### config.mk
export PLATFORM = sky130hd
export DESIGN_NAME = mf_fusion_unit
export DESIGN_NICKNAME = d
export VERILOG_FILES = /design/src/rtl/mf_pkg.sv /design/src/rtl/mf_cond_table.sv /design/src/rtl/mf_hold_slot.sv /design/src/rtl/mf_out_stage.sv /design/src/rtl/mf_fusion_unit.sv
export SDC_FILE = /design/constraint.sdc
export NUM_CORES = 1
export LEC_CHECK = 0
export ABC_AREA = 1
export BUFFER_PORTS_ARGS = -buffer_cell sky130_fd_sc_hd__buf_4
export CAP_MARGIN = 20
export CORE_AREA = 2 2 165 167
export DETAILED_ROUTE_END_ITERATION = 8
export DIE_AREA = 0 0 167 169
export PLACE_DENSITY = 0.48
export RECOVER_POWER = 25
export SETUP_SLACK_MARGIN = 0.4
export SYNTH_ARGS = -nofsm -noshare
export SYNTH_HDL_FRONTEND = slang
export SYNTH_SLANG_ARGS = --single-unit
export TNS_END_PERCENT = 100
### constraint.sdc
create_clock -name clk -period 6.2 [get_ports clk]
set_clock_uncertainty 0.05 [all_clocks]
set_input_delay 0.62 -clock clk [delete_from_list [all_inputs] [get_ports clk]]
set_output_delay 0.62 -clock clk [all_outputs]
set_load 0.05 [all_outputs]
### src/rtl/mf_pkg.sv
package mf_pkg;
  typedef enum logic [2:0] {
    K_ALU   = 3'd0,
    K_CMP   = 3'd1,
    K_TEST  = 3'd2,
    K_JCC   = 3'd3,
    K_JMP   = 3'd4,
    K_LOAD  = 3'd5,
    K_STORE = 3'd6,
    K_NOP   = 3'd7
  } kind_e;

  function automatic logic is_flag_setter(input logic [2:0] k);
    return (k == K_CMP) || (k == K_TEST);
  endfunction

  function automatic logic is_cond_branch(input logic [2:0] k);
    return k == K_JCC;
  endfunction

  // Legacy policy: fusion only outside 64-bit mode.
  function automatic logic mode_allows(input logic legacy, input logic m64);
    return !(legacy && m64);
  endfunction
endpackage

### src/rtl/mf_cond_table.sv
module mf_cond_table #(
  parameter int          COND_W      = 4,
  parameter logic [15:0] BASE_MASK   = 16'h00FC,
  parameter logic [15:0] SIGNED_MASK = 16'hF000
) (
  input  logic              legacy,
  input  logic [COND_W-1:0] cond,
  output logic              eligible
);
  localparam int NCOND = 1 << COND_W;

  logic [NCOND-1:0] base_row;
  logic [NCOND-1:0] wide_row;

  for (genvar c = 0; c < NCOND; c++) begin : g_row
    if (c < 16) begin : g_in
      assign base_row[c] = BASE_MASK[c];
      assign wide_row[c] = BASE_MASK[c] | SIGNED_MASK[c];
    end else begin : g_out
      assign base_row[c] = 1'b0;
      assign wide_row[c] = 1'b0;
    end
  end

  assign eligible = legacy ? base_row[cond] : wide_row[cond];
endmodule

### src/rtl/mf_hold_slot.sv
module mf_hold_slot #(
  parameter int DATA_W = 32,
  parameter int COND_W = 4,
  parameter int TGT_W  = 32
) (
  input  logic              clk,
  input  logic              rst_n,
  input  logic              drop,
  input  logic              load,
  input  logic              release_now,
  input  logic [2:0]        d_kind,
  input  logic [DATA_W-1:0] d_a,
  input  logic [DATA_W-1:0] d_b,
  input  logic [COND_W-1:0] d_cond,
  input  logic [TGT_W-1:0]  d_target,
  output logic              q_valid,
  output logic [2:0]        q_kind,
  output logic [DATA_W-1:0] q_a,
  output logic [DATA_W-1:0] q_b,
  output logic [COND_W-1:0] q_cond,
  output logic [TGT_W-1:0]  q_target
);
  always_ff @(posedge clk) begin
    if (!rst_n || drop) begin
      q_valid <= 1'b0;
    end else if (load) begin
      q_valid <= 1'b1;
    end else if (release_now) begin
      q_valid <= 1'b0;
    end
  end

  always_ff @(posedge clk) begin
    if (load) begin
      q_kind   <= d_kind;
      q_a      <= d_a;
      q_b      <= d_b;
      q_cond   <= d_cond;
      q_target <= d_target;
    end
  end
endmodule

### src/rtl/mf_out_stage.sv
module mf_out_stage #(
  parameter int DATA_W = 32,
  parameter int COND_W = 4,
  parameter int TGT_W  = 32
) (
  input  logic              clk,
  input  logic              rst_n,
  input  logic              drop,
  input  logic              advance,
  input  logic              fill,
  input  logic              d_fused,
  input  logic [2:0]        d_kind,
  input  logic [DATA_W-1:0] d_a,
  input  logic [DATA_W-1:0] d_b,
  input  logic [COND_W-1:0] d_cond,
  input  logic [TGT_W-1:0]  d_target,
  output logic              q_valid,
  output logic              q_fused,
  output logic [2:0]        q_kind,
  output logic [DATA_W-1:0] q_a,
  output logic [DATA_W-1:0] q_b,
  output logic [COND_W-1:0] q_cond,
  output logic [TGT_W-1:0]  q_target
);
  always_ff @(posedge clk) begin
    if (!rst_n || drop) begin
      q_valid <= 1'b0;
    end else if (advance) begin
      q_valid <= fill;
    end
  end

  always_ff @(posedge clk) begin
    if (advance && fill) begin
      q_fused  <= d_fused;
      q_kind   <= d_kind;
      q_a      <= d_a;
      q_b      <= d_b;
      q_cond   <= d_cond;
      q_target <= d_target;
    end
  end
endmodule

### src/rtl/mf_fusion_unit.sv
module mf_fusion_unit #(
  parameter int          DATA_W      = 32,
  parameter int          COND_W      = 4,
  parameter int          TGT_W       = 32,
  parameter logic [15:0] BASE_MASK   = 16'h00FC,
  parameter logic [15:0] SIGNED_MASK = 16'hF000
) (
  input  logic              clk,
  input  logic              rst_n,
  input  logic              flush,
  input  logic              mode64,
  input  logic              legacy_cfg,
  input  logic              in_valid,
  output logic              in_ready,
  input  logic [2:0]        in_kind,
  input  logic [DATA_W-1:0] in_src_a,
  input  logic [DATA_W-1:0] in_src_b,
  input  logic [COND_W-1:0] in_cond,
  input  logic [TGT_W-1:0]  in_target,
  output logic              out_valid,
  input  logic              out_ready,
  output logic              out_fused,
  output logic [2:0]        out_kind,
  output logic [DATA_W-1:0] out_src_a,
  output logic [DATA_W-1:0] out_src_b,
  output logic [COND_W-1:0] out_cond,
  output logic [TGT_W-1:0]  out_target
);
  import mf_pkg::*;

  // Holding slot contents
  logic              hold_v;
  logic [2:0]        hold_kind;
  logic [DATA_W-1:0] hold_a;
  logic [DATA_W-1:0] hold_b;
  logic [COND_W-1:0] hold_cond;
  logic [TGT_W-1:0]  hold_target;

  // Named events, also watched by the checker
  logic advance;
  logic cond_ok;
  logic pair_ok;
  logic fuse_fire;
  logic solo_fire;
  logic pass_fire;
  logic capture;

  // Next output micro-op
  logic              nx_fused;
  logic [2:0]        nx_kind;
  logic [DATA_W-1:0] nx_a;
  logic [DATA_W-1:0] nx_b;
  logic [COND_W-1:0] nx_cond;
  logic [TGT_W-1:0]  nx_target;

  mf_cond_table #(
    .COND_W(COND_W), .BASE_MASK(BASE_MASK), .SIGNED_MASK(SIGNED_MASK)
  ) u_table (
    .legacy   (legacy_cfg),
    .cond     (in_cond),
    .eligible (cond_ok)
  );

  assign advance   = !out_valid || out_ready;
  assign pair_ok   = hold_v && in_valid && is_cond_branch(in_kind) && cond_ok
                     && mode_allows(legacy_cfg, mode64);
  assign fuse_fire = advance && !flush && pair_ok;
  assign solo_fire = advance && !flush && hold_v && !pair_ok;
  assign pass_fire = advance && !flush && !hold_v && in_valid && !is_flag_setter(in_kind);
  assign capture   = advance && !flush && !hold_v && in_valid && is_flag_setter(in_kind);
  assign in_ready  = advance && !flush && (!hold_v || pair_ok);

  always_comb begin
    nx_fused  = 1'b0;
    nx_kind   = in_kind;
    nx_a      = in_src_a;
    nx_b      = in_src_b;
    nx_cond   = in_cond;
    nx_target = in_target;
    if (hold_v) begin
      nx_kind = hold_kind;
      nx_a    = hold_a;
      nx_b    = hold_b;
      if (pair_ok) begin
        nx_fused = 1'b1;
      end else begin
        nx_cond   = hold_cond;
        nx_target = hold_target;
      end
    end
  end

  mf_hold_slot #(.DATA_W(DATA_W), .COND_W(COND_W), .TGT_W(TGT_W)) u_hold (
    .clk         (clk),
    .rst_n       (rst_n),
    .drop        (flush),
    .load        (capture),
    .release_now (fuse_fire || solo_fire),
    .d_kind      (in_kind),
    .d_a         (in_src_a),
    .d_b         (in_src_b),
    .d_cond      (in_cond),
    .d_target    (in_target),
    .q_valid     (hold_v),
    .q_kind      (hold_kind),
    .q_a         (hold_a),
    .q_b         (hold_b),
    .q_cond      (hold_cond),
    .q_target    (hold_target)
  );

  mf_out_stage #(.DATA_W(DATA_W), .COND_W(COND_W), .TGT_W(TGT_W)) u_out (
    .clk      (clk),
    .rst_n    (rst_n),
    .drop     (flush),
    .advance  (advance),
    .fill     (fuse_fire || solo_fire || pass_fire),
    .d_fused  (nx_fused),
    .d_kind   (nx_kind),
    .d_a      (nx_a),
    .d_b      (nx_b),
    .d_cond   (nx_cond),
    .d_target (nx_target),
    .q_valid  (out_valid),
    .q_fused  (out_fused),
    .q_kind   (out_kind),
    .q_a      (out_src_a),
    .q_b      (out_src_b),
    .q_cond   (out_cond),
    .q_target (out_target)
  );
endmodule

==> flow_summary.json, run 1 <==
{
  "core.rowCount": 60,
  "floorplan.die.height_um": 169,
  "setup_tns_ns": 0,
  "drtPass1Iterations": 4,
  "ys_seq_elements": 209,
  "antenna_left": 0,
  "dr_wl_met2_mm": 7.82,
  "netlist.top_cell.by_area": "sky130_fd_sc_hd__edfxtp_1",
  "critPathArrivalTime_ns": 3.40,
  "end_kind": "output pin",
  "status": "finished with violations",
  "num_antenna_cells": 0,
  "critical_path.reg2reg.startpoint": "u_hold.q_valid",
  "crit_path_max_incr_delay_ns": 1.62,
  "max-clock-path-buffers": 3,
  "timing.reg2reg.worst_path_depth": 3,
  "worst_ir_drop_vdd_mv": 0.204,
  "worstSetupPathType": "flip-flop to output pin",
  "worst-slew-pin-transition_ns": 1.94,
  "cts_num_sinks": 209,
  "number_of_design_rule_violations_left_by_the_first_detailed_router_iteration": 324,
  "crit_path_frequent_cell": "sky130_fd_sc_hd__buf_4",
  "fillCellCount": 2594,
  "post_cts_hold_fix_bufs": 0,
  "yosysMostFrequentCell": "sky130_fd_sc_hd__nand2_1",
  "syn_inst": 580,
  "synth_top_area_share_pct": 79.6,
  "reg2reg_slack_ns": 2.37,
  "timing.max_cap.violations": 1,
  "finalCritPeriodShare_pct": 65.6,
  "post-route-min-period_ns": 4.07,
  "cellLeakagePower_nw": 4.00,
  "route.detailed.drc": 0,
  "hold_path_depth": 1,
  "setup.worst_path.start_class": "flip-flop",
  "timing.fmax_mhz": 246,
  "layout-drive-gt1-share_pct": 21.9,
  "via_per_inst": 4.21,
  "max_slew_violation_count": 52,
  "grt_first_pass_wirelength_mm": 27.5,
  "worstReg2RegEnd": "u_out.q_a[13]",
  "synth_seq_area_share_pct": 80.1,
  "met3WireLength_mm": 1.53,
  "die_x_um": 167,
  "worst-endpoint-required_ns": 5.53,
  "timing.final.setup_violations": 0,
  "share_of_flip_flops_with_an_asynchronous_set_or_reset_pct": 0,
  "edff_count_synth": 207,
  "grt.overflow.total": 0,
  "design.final.nets": 911,
  "floorplan.initialDensity_pct": 29.5,
  "timing.hold.worst_endpoint": "u_hold.q_a[8]",
  "critical_path.max_fanout": 61,
  "routedLengthMet1_mm": 8.15,
  "area.growth.synth_to_final_pct": 30.6,
  "clk_transition_reported_paths_ns": 0.06,
  "hpwlAfterDp_mm": 11.2,
  "post-cts-setup-buffers": 0,
  "port-buffer-count": 215,
  "worstPathCellList": "buf_4 > a21oi_1 > buf_4",
  "total_of_warnings_raised_by_yosys": 0,
  "wl_mm": 17.8,
  "critical_path.slowest_cell": "sky130_fd_sc_hd__dfxtp_1",
  "violations_in_the_final_reports": "max-capacitance violations, max-slew violations",
  "path_buf_inv": 2,
  "clock_tree.root_cell": "sky130_fd_sc_hd__clkbuf_16",
  "clock_tree_from_tritoncts": "built",
  "floorplan.core_area_mm2": 0.0265,
  "rsz0062_at_grt": "no",
  "syn_avg_cell_area_um2": 13.5,
  "path_delay_family": "flip-flops",
  "yosys_most_used_dff": "sky130_fd_sc_hd__edfxtp_1",
  "number_of_antenna_violations_at_the_first_check_in_global_routing": 0,
  "multi_input_area_mm2": 0.00137,
  "vias": 4877,
  "vias_in_the_first_global_route": 4850,
  "synth_fp_nets": 690,
  "utilization_pct": 38.5,
  "routabilityCongestion": 0.740,
  "numCtsBuffers": 24,
  "min_path_type": "input pin to flip-flop",
  "final-seq-area_mm2": 0.00626,
  "yosysUniqueCellTypes": 18,
  "hold_viol_final": 0,
  "global_route.usage.total_pct": 12.3,
  "die_area_mm2": 0.0282,
  "pwr_density_cell_mw_per_mm2": 325,
  "syn-cell-area_mm2": 0.00781,
  "synthTopCellsByCount": "278 x sky130_fd_sc_hd__nand2_1, 207 x sky130_fd_sc_hd__edfxtp_1, 34 x sky130_fd_sc_hd__nand3_1, 16 x sky130_fd_sc_hd__buf_2, 12 x sky130_fd_sc_hd__inv_1",
  "clock_insertion_delay_worst_skew_ns": 0.50,
  "slew_headroom_pct": -29.2,
  "synth_top_cells_by_area": "sky130_fd_sc_hd__edfxtp_1 80%, sky130_fd_sc_hd__nand2_1 13%, sky130_fd_sc_hd__nand3_1 2.2%",
  "clock_tree.htree_level_count": 1,
  "post_cts_resized": 0,
  "boundaryPins": 216,
  "detail_route.wl_per_cell_um": 15.4,
  "pin_count_of_the_biggest_net_entering_global_routing": 66,
  "worst_hold_startpoint": "in_src_a[8]",
  "topRoutingLayerUsed": "met4"
}
-- logic make-up after synthesis --
kind of cell	synth area share [%]
buffers and inverters	2.56
AND/OR/NAND/NOR	17.0
AO/OA/AOI/OAI	0.368
flip-flops	80.1
-- stage by stage --
step / hold WS, ns / cell area, µm² / setup WS (ns) / power [mW] / instances
final: 0.272 / 10200 / 2.13 / 3.31 / 1159
after detailed placement: 0.453 / 9760 / 3.27 / 1.96 / 1116
after global routing: 0.247 / 10200 / 1.87 / 3.44 / 1159
after global placement: 0.448 / 9760 / 3.28 / 1.96 / 1116
after floorplan: 0.444 / 7810 / 0.453 / 1.83 / 580
after CTS: 0.219 / 10500 / 3.08 / 3.39 / 1159
-- metal layers --
layer,global-route usage [%],vias to the layer above
met1,17.8,2231
li1,-,2426
met4,3.37,0
met2,18.3,189
met3,3.34,31
met5,0,-
-- power breakdown --
part | internal (mW) | total, mW | leakage (nW) | switching [mW]
registers | 1.61 | 1.63 | 1.92 | 0.0150
clock network | 0.858 | 1.41 | 0.389 | 0.552
logic | 0.0752 | 0.273 | 1.69 | 0.198
total | 2.55 | 3.31 | 4.00 | 0.765
-- cells in the final DEF, fill, tap and decap left out, types with 2 or more instances in the layout --
cell type,instances
sky130_fd_sc_hd__edfxtp_1,207
sky130_fd_sc_hd__clkinv_1,2
sky130_fd_sc_hd__clkinvlp_4,2
sky130_fd_sc_hd__clkbuf_1,94
sky130_fd_sc_hd__o21ai_0,3
sky130_fd_sc_hd__bufinv_16,3
sky130_fd_sc_hd__nand2_4,2
sky130_fd_sc_hd__dfxtp_1,2
sky130_fd_sc_hd__nor2_1,6
sky130_fd_sc_hd__nand3_1,34
sky130_fd_sc_hd__clkbuf_16,25
sky130_fd_sc_hd__buf_4,92
sky130_fd_sc_hd__clkinv_2,8
sky130_fd_sc_hd__nand3_2,6
sky130_fd_sc_hd__inv_1,11
sky130_fd_sc_hd__nand2_1,277
sky130_fd_sc_hd__clkbuf_4,37
-- worst max path at each step --
stage,startpoint,depth (start not counted),slack (ns),to
final,u_hold.q_valid,3,2.13,in_ready
after global routing,u_hold.q_valid,3,1.87,in_ready
after CTS,u_hold.q_valid,3,3.08,in_ready
after detailed placement,in_kind[1],7,3.27,u_out.q_a[23]
after global placement,in_kind[1],7,3.28,u_out.q_target[19]
after floorplan,out_ready,4,0.45,u_hold.q_a[0]
-- sequential cells by signal, indices dropped and copies added (netlist names) --
| name | count |
|---|---|
| u_out.q_valid | 1 |
| u_out.q_cond | 4 |
| u_hold.q_target | 32 |
| u_hold.q_kind | 3 |
| u_hold.q_cond | 4 |
| u_hold.q_b | 32 |
| u_hold.q_valid | 1 |
| u_out.q_fused | 1 |
| u_out.q_kind | 3 |
| u_hold.q_a | 32 |
| u_out.q_a | 32 |
| u_out.q_target | 32 |
| u_out.q_b | 32 |
-- layout make-up --
cell class	instances	area share, %
flip-flops and latches	209	61.3
multi-input cells	333	13.4
repair buffers	221	12.9
clock buffers	28	6.24
well taps	341	4.18
clock inverters	15	1.50
inverters	12	0.442
Note: power is estimated with default switching activity, not from simulation.
==> inputs of run 2 (changes only) <==
--- a/config.mk
+++ b/config.mk
@@ -5,13 +5,13 @@
 export SDC_FILE = /design/constraint.sdc
 export NUM_CORES = 1
 export LEC_CHECK = 0
-export ABC_AREA = 1
+export ABC_AREA = 0
 export BUFFER_PORTS_ARGS = -buffer_cell sky130_fd_sc_hd__buf_4
 export CAP_MARGIN = 20
 export CORE_AREA = 2 2 165 167
 export DETAILED_ROUTE_END_ITERATION = 8
 export DIE_AREA = 0 0 167 169
-export PLACE_DENSITY = 0.48
+export PLACE_DENSITY = 0.5
 export RECOVER_POWER = 25
 export SETUP_SLACK_MARGIN = 0.4
 export SYNTH_ARGS = -nofsm -noshare
==> constraint.sdc (replaced) <==
create_clock -name clk -period 3.4 [get_ports clk]
set_clock_uncertainty 0.05 [all_clocks]
set_input_delay 0.34 -clock clk [delete_from_list [all_inputs] [get_ports clk]]
set_output_delay 0.34 -clock clk [all_outputs]
set_load 0.05 [all_outputs]
==> run 2 against run 1 <==
Net effect: the run now ends clean; count of clock-buffer cells in the layout shrank 2; clock power grew 96%; setup slack lost 1.6 ns; sequential cell count is the same; sequential power grew 83%; power grew 93%; largest power group unchanged; critical path depth grew 4; first-iteration DRC count shrank 29%; worst hold slack lost 0.23 ns; die area is the same.
==> flow_summary.json, run 2 <==
{
  "synth_seq_area_share_pct": 80.3,
  "die_area_mm2": 0.0282,
  "post_cts_resized": 0,
  "critPathArrivalTime_ns": 2.45,
  "cellLeakagePower_nw": 4.23,
  "drtPass1Iterations": 6,
  "comb_power_share_pct": 9.9,
  "hold_viol_final": 0,
  "clock_tree.root_cell": "sky130_fd_sc_hd__clkbuf_16",
  "min_path_type": "input pin to flip-flop",
  "port-buffer-count": 215,
  "power_mw": 6.39,
  "max_slew_violation_count": 0,
  "clk_transition_reported_paths_ns": 0.06,
  "post-cts-setup-buffers": 0,
  "wl_mm": 17.0,
  "number_of_design_rule_violations_left_by_the_first_detailed_router_iteration": 231,
  "timing.fmax_mhz": 353,
  "finalNonFillerCells": 1041,
  "via_per_inst": 4.30,
  "boundaryPins": 216,
  "route.detailed.drc": 0,
  "worst-endpoint-required_ns": 3.01,
  "timing.max_cap.violations": 0,
  "dpl.cell_count": 894,
  "grt.overflow.total": 0,
  "floorplan.die.height_um": 169,
  "status": "finished clean",
  "vias_in_the_first_global_route": 4982,
  "setup_tns_ns": 0,
  "worst_ir_drop_vdd_mv": 0.288,
  "end_kind": "output pin",
  "hpwlAfterDp_mm": 10.5,
  "timing.final.setup_violations": 0,
  "layout.cells.most_common_list": "207 x sky130_fd_sc_hd__edfxtp_1, 109 x sky130_fd_sc_hd__buf_4, 103 x sky130_fd_sc_hd__dlygate4sd3_1",
  "worstSetupPathType": "input pin to output pin",
  "total_of_warnings_raised_by_yosys": 0,
  "synth_top_cells_by_area": "sky130_fd_sc_hd__edfxtp_1 80%, sky130_fd_sc_hd__mux2_2 11%, sky130_fd_sc_hd__mux2_4 5.6%",
  "die_x_um": 167,
  "synthTopCellsByCount": "207 x sky130_fd_sc_hd__edfxtp_1, 74 x sky130_fd_sc_hd__mux2_2, 29 x sky130_fd_sc_hd__mux2_4, 6 x sky130_fd_sc_hd__buf_2",
  "finalCritPeriodShare_pct": 83.4,
  "internal_power_mw": 4.96,
  "p_switching_mw": 1.43,
  "rsz0062_at_grt": "no",
  "pin_count_of_the_biggest_net_entering_global_routing": 104,
  "floorplan.core_area_mm2": 0.0265,
  "syn_inst": 345,
  "netlist.top_cell.by_area": "sky130_fd_sc_hd__edfxtp_1",
  "design.final.nets": 792,
  "global_route.usage.total_pct": 11.7,
  "worst-slew-pin-transition_ns": 0.833,
  "yosysMostFrequentCell": "sky130_fd_sc_hd__edfxtp_1",
  "share_of_flip_flops_with_an_asynchronous_set_or_reset_pct": 0,
  "pwr_density_cell_mw_per_mm2": 556,
  "final_common_cell": "sky130_fd_sc_hd__edfxtp_1",
  "number_of_antenna_violations_at_the_first_check_in_global_routing": 0,
  "floorplan.initialDensity_pct": 29.4,
  "clock_tree.htree_level_count": 1,
  "syn-cell-area_mm2": 0.00779,
  "syn_avg_cell_area_um2": 22.6,
  "vias": 4472,
  "clock_insertion_delay_worst_skew_ns": 0.51,
  "pwr-share-seq_pct": 46.8,
  "layout-drive-gt1-share_pct": 46.3,
  "num_antenna_cells": 0,
  "ys_seq_elements": 209,
  "p_clk_share_pct": 43.3,
  "sw_frac_of_total_pct": 22.4,
  "post_cts_hold_fix_bufs": 103,
  "routabilityCongestion": 0.677,
  "synth_top_area_share_pct": 79.8,
  "slew_headroom_pct": 44.5,
  "setup.worst_path.start_class": "input pin",
  "post-route-min-period_ns": 2.84,
  "numCtsBuffers": 24,
  "yosysUniqueCellTypes": 22,
  "antenna_left": 0,
  "max-clock-path-buffers": 3,
  "clock_tree_from_tritoncts": "built",
  "yosys_most_used_dff": "sky130_fd_sc_hd__edfxtp_1",
  "detail_route.wl_per_cell_um": 16.4,
  "critical_path.max_fanout": 29,
  "edff_count_synth": 207,
  "synth_fp_nets": 455,
  "cts_num_sinks": 209,
  "grt_first_pass_wirelength_mm": 26.4,
  "area.growth.synth_to_final_pct": 47.5,
  "core.rowCount": 60
}
-- run 2: cell count changes after synthesis, moves of 3 or more --
cell                       before  now
sky130_fd_sc_hd__buf_12         0    4
sky130_fd_sc_hd__nand3_2        6    0
sky130_fd_sc_hd__buf_2         16    6
sky130_fd_sc_hd__nand3_1       34    0
sky130_fd_sc_hd__nand2b_1       0    4
sky130_fd_sc_hd__mux2_2         0   74
sky130_fd_sc_hd__inv_1         12    1
sky130_fd_sc_hd__mux2_4         0   29
sky130_fd_sc_hd__nand2_1      278    1
sky130_fd_sc_hd__nor2_1         7    2
sky130_fd_sc_hd__buf_4          4    1
sky130_fd_sc_hd__buf_6          3    0
-- run 2: routing by layer --
metal  GRT usage, %  routed length (µm)  share of wire, %  vias to the layer above
met5              0                   0                 0                        -
met4           3.41                 314               1.8                        0
met2           20.3                8440                50                      146
li1               -                   -                 -                     2058
met3           3.58                1230               7.2                       29
met1           13.9                7060                41                     2239
-- run 2: kinds of logic after synthesis --
family,share of synthesized area [%]
muxes,16.3
DFF,80.3
AOI/OAI and AO/OA,0.466
xor gates and xnor gates,0.112
buffers and inverters,1.61
and+or+nand+nor,1.20
-- run 2: final cells by class --
cell class / count / area [µm²]
Fill cell: 2395 / 15000
Clock buffer: 26 / 629
Timing Repair Buffer: 323 / 2520
Sequential cell: 209 / 6260
Clock inverter: 18 / 233
Tap cell: 341 / 427
Multi-Input combinational cell: 123 / 1410
Inverter: 1 / 7.51
-- run 2: critical path: stages --
cell                            delay, ns
sky130_fd_sc_hd__dlygate4sd3_1       0.54
sky130_fd_sc_hd__clkbuf_1            0.16
sky130_fd_sc_hd__nand4b_1            0.23
sky130_fd_sc_hd__a211oi_1            0.25
sky130_fd_sc_hd__nand2b_4            0.52
sky130_fd_sc_hd__and2_1              0.20
sky130_fd_sc_hd__buf_4               0.19
-- run 2: through the flow --
stage / setup WS, ns / utilization, % / cell area [µm²] / hold slack [ns]
final: 0.564 / 43.4 / 11500 / 0.0409
after global placement: 1.06 / 36.9 / 9770 / 0.466
after CTS: 0.655 / 44.0 / 11700 / 0.0119
after detailed placement: 1.05 / 36.9 / 9770 / 0.477
after floorplan: 0.480 / - / 7800 / 0.389
after global routing: 0.416 / 43.4 / 11500 / 0.0359
-- run 2: power groups by stage --
stage                     logic, mW  registers, mW  clock network (mW)
final                         0.630           2.99                2.77
after global routing          0.665           3.00                2.96
after CTS                     0.665           3.00                2.86
after detailed placement      0.567           3.05                   0
after global placement        0.556           3.05                   0
after floorplan               0.131           3.24                   0
-- run 2: path summary, 6_finish.rpt --
kind,from,to,slack [ns],depth (start not counted)
setup / recovery,in_kind[2],in_ready,0.56,7
hold / removal,rst_n,u_hold.q_valid,0.04,3
setup reg to reg,u_hold.q_valid,u_out.q_b[6],1.41,2
hold reg to reg,u_out.q_valid,u_out.q_valid,0.49,2
==> inputs of run 3 (changes only) <==
==> constraint.sdc (replaced) <==
create_clock -name clk -period 2.3 [get_ports clk]
set_clock_uncertainty 0.05 [all_clocks]
set_input_delay 0.23 -clock clk [delete_from_list [all_inputs] [get_ports clk]]
set_output_delay 0.23 -clock clk [all_outputs]
set_load 0.05 [all_outputs]
==> run 3 against run 2 <==
Net effect: sequential cell count did not move; final cell count rose by 0.67%; via count fell by 0.49%; count of clock-buffer cells in the layout rose by 5; core utilization rose by 0.14 points; largest power group unchanged; worst hold slack improved by 0.041 ns; wire length rose by 5.4%; first-iteration DRC count fell by 5.2%; clock power rose by 21%; critical path depth fell by 2; final area rose by 0.33%; setup slack got worse by 0.20 ns.
==> flow_summary.json, run 3 (synthesis gave the netlist of run 2 again) <==
{
  "status": "finished clean",
  "wl_mm": 18.0,
  "worst_ir_drop_vdd_mv": 0.504,
  "via_per_inst": 4.25,
  "grt_busiest_layer": "met2",
  "setup.worst_path.start_class": "flip-flop",
  "area.growth.synth_to_final_pct": 48.0,
  "dpl.cell_count": 899,
  "worst-slew-pin-transition_ns": 0.792,
  "worst-endpoint-required_ns": 2.02,
  "clock_tree.root_cell": "sky130_fd_sc_hd__clkbuf_16",
  "path_buf_inv": 3,
  "floorplan.core_area_mm2": 0.0265,
  "number_of_design_rule_violations_left_by_the_first_detailed_router_iteration": 219,
  "timing.max_cap.violations": 0,
  "cellLeakagePower_nw": 4.23,
  "rsz0062_at_grt": "no",
  "min_path_type": "input pin to flip-flop",
  "detail_route.wl_per_cell_um": 17.1,
  "critical_path.slowest_cell": "sky130_fd_sc_hd__dfxtp_1",
  "numCtsBuffers": 23,
  "design.final.nets": 804,
  "critPathArrivalTime_ns": 1.65,
  "path_delay_family": "flip-flops",
  "antenna_left": 0,
  "vias_in_the_first_global_route": 4920,
  "clk_transition_reported_paths_ns": 0.06,
  "clock_insertion_delay_worst_skew_ns": 0.50,
  "slew_headroom_pct": 47.2,
  "core.rowCount": 60,
  "drtPass1Iterations": 7,
  "floorplan.initialDensity_pct": 29.4,
  "setup_tns_ns": 0,
  "pwr-share-seq_pct": 50.7,
  "timing.final.setup_violations": 0,
  "post-route-min-period_ns": 1.93,
  "final_common_cell": "sky130_fd_sc_hd__edfxtp_1",
  "p_clk_share_pct": 38.2,
  "internal_power_mw": 6.75,
  "sw_frac_of_total_pct": 22.6,
  "max_slew_violation_count": 0,
  "critical_path.max_fanout": 10,
  "grt.overflow.total": 0,
  "grt_first_pass_wirelength_mm": 27.4,
  "clock_tree.htree_level_count": 1,
  "timing.fmax_mhz": 518,
  "route.detailed.drc": 0,
  "vias": 4450,
  "comb_power_share_pct": 11.1,
  "number_of_antenna_violations_at_the_first_check_in_global_routing": 0,
  "boundaryPins": 216,
  "die_area_mm2": 0.0282,
  "worstPathCellList": "buf_16 > nand2b_4 > buf_12 > and2_1 > buf_6",
  "finalNonFillerCells": 1048,
  "end_kind": "output pin",
  "pwr_density_cell_mw_per_mm2": 757,
  "pin_count_of_the_biggest_net_entering_global_routing": 87,
  "worstSetupPathType": "flip-flop to output pin",
  "p_switching_mw": 1.97,
  "hold_viol_final": 0,
  "finalCritPeriodShare_pct": 84.0,
  "use_met2_pct": 20.8,
  "floorplan.die.height_um": 169,
  "crit_path_max_incr_delay_ns": 0.47,
  "layout.cells.most_common_list": "207 x sky130_fd_sc_hd__edfxtp_1, 107 x sky130_fd_sc_hd__dlygate4sd3_1, 98 x sky130_fd_sc_hd__buf_4",
  "use_met3_pct": 3.69,
  "num_antenna_cells": 0,
  "fillCellCount": 2431,
  "layout-drive-gt1-share_pct": 44.4,
  "die_x_um": 167,
  "global_route.usage.total_pct": 12.3,
  "port-buffer-count": 215,
  "grt.met1_usage_pct": 15.2,
  "routabilityCongestion": 0.713,
  "cts_num_sinks": 209,
  "final.hold.worst_slack_ns": 0.0816,
  "hpwlAfterDp_mm": 11.0,
  "max-clock-path-buffers": 3,
  "clock_tree_from_tritoncts": "built"
}
-- run 3: cell types whose count changed in the layout (fill, tap and decap cells not counted), moves of 3 or more --
cell | before | now
sky130_fd_sc_hd__dlygate4sd3_1 | 103 | 107
sky130_fd_sc_hd__buf_12 | 1 | 5
sky130_fd_sc_hd__clkbuf_4 | 64 | 72
sky130_fd_sc_hd__buf_4 | 109 | 98
sky130_fd_sc_hd__mux2_1 | 0 | 5
sky130_fd_sc_hd__clkbuf_1 | 47 | 56
sky130_fd_sc_hd__mux2_4 | 29 | 24
sky130_fd_sc_hd__clkinv_2 | 5 | 2
sky130_fd_sc_hd__bufinv_16 | 5 | 1
sky130_fd_sc_hd__clkinv_4 | 4 | 0
-- run 3: cell type report --
cell class | count | area (µm²) | area share (%)
Timing Repair Buffer | 336 | 2760 | 23.9
Tap cell | 341 | 427 | 3.70
Clock inverter | 7 | 60.1 | 0.521
Multi-Input combinational cell | 123 | 1410 | 12.2
Sequential cell | 209 | 6260 | 54.3
Inverter | 1 | 7.51 | 0.0651
Clock buffer | 31 | 606 | 5.25
-- run 3: routing by layer --
layer,wire [µm],vias up
met5,0,-
met4,414,0
met3,1310,32
met2,8760,148
met1,7480,2186
li1,-,2084
-- run 3: path summary, 6_finish.rpt --
path	from	end	slack [ns]	cells past startpoint
worst min-delay path	in_valid	u_hold.q_valid	0.08	3
worst max-delay path	u_hold.q_valid	in_ready	0.37	5
worst min register to register	u_hold.q_a[30]	u_out.q_a[30]	0.48	1
worst max register to register	u_hold.q_valid	u_out.q_b[26]	0.39	4
-- run 3: metrics by stage --
stage | instance area [µm²] | utilization (%) | setup WS (ns) | total power, mW
final | 11500 | 43.5 | 0.368 | 8.72
after global routing | 11500 | 43.5 | 0.283 | 9.08
after CTS | 11700 | 44.2 | 0.414 | 8.91
after detailed placement | 9890 | 37.3 | 0.388 | 5.36
after global placement | 9890 | 37.3 | 0.442 | 5.34
after floorplan | 7830 | - | -0.433 | 4.98
-- run 3: worst min-delay path: stages --
cell and delay (ns):
sky130_fd_sc_hd__buf_4 0.12, sky130_fd_sc_hd__nand4b_1 0.15, sky130_fd_sc_hd__a21oi_1 0.08
-- run 3: timing repair --
action | in CTS | in global routing
resized for setup | 3 | 3
hold buffers | 107 | 0
endpoints found under the hold margin | 205 | 0
setup endpoints to repair | 1 | 30
buffers inserted | 1 | 0
gates cloned | 2 | 1
-- run 3: power by group through the flow --
| stage | registers, mW | logic (mW) | clock network [mW] |
|---|---|---|---|
| after global placement | 4.50 | 0.848 | 0 |
| after CTS | 4.42 | 1.02 | 3.47 |
| after detailed placement | 4.50 | 0.863 | 0 |
| after global routing | 4.43 | 1.02 | 3.62 |
| after floorplan | 4.79 | 0.195 | 0 |
| final | 4.42 | 0.967 | 3.34 |
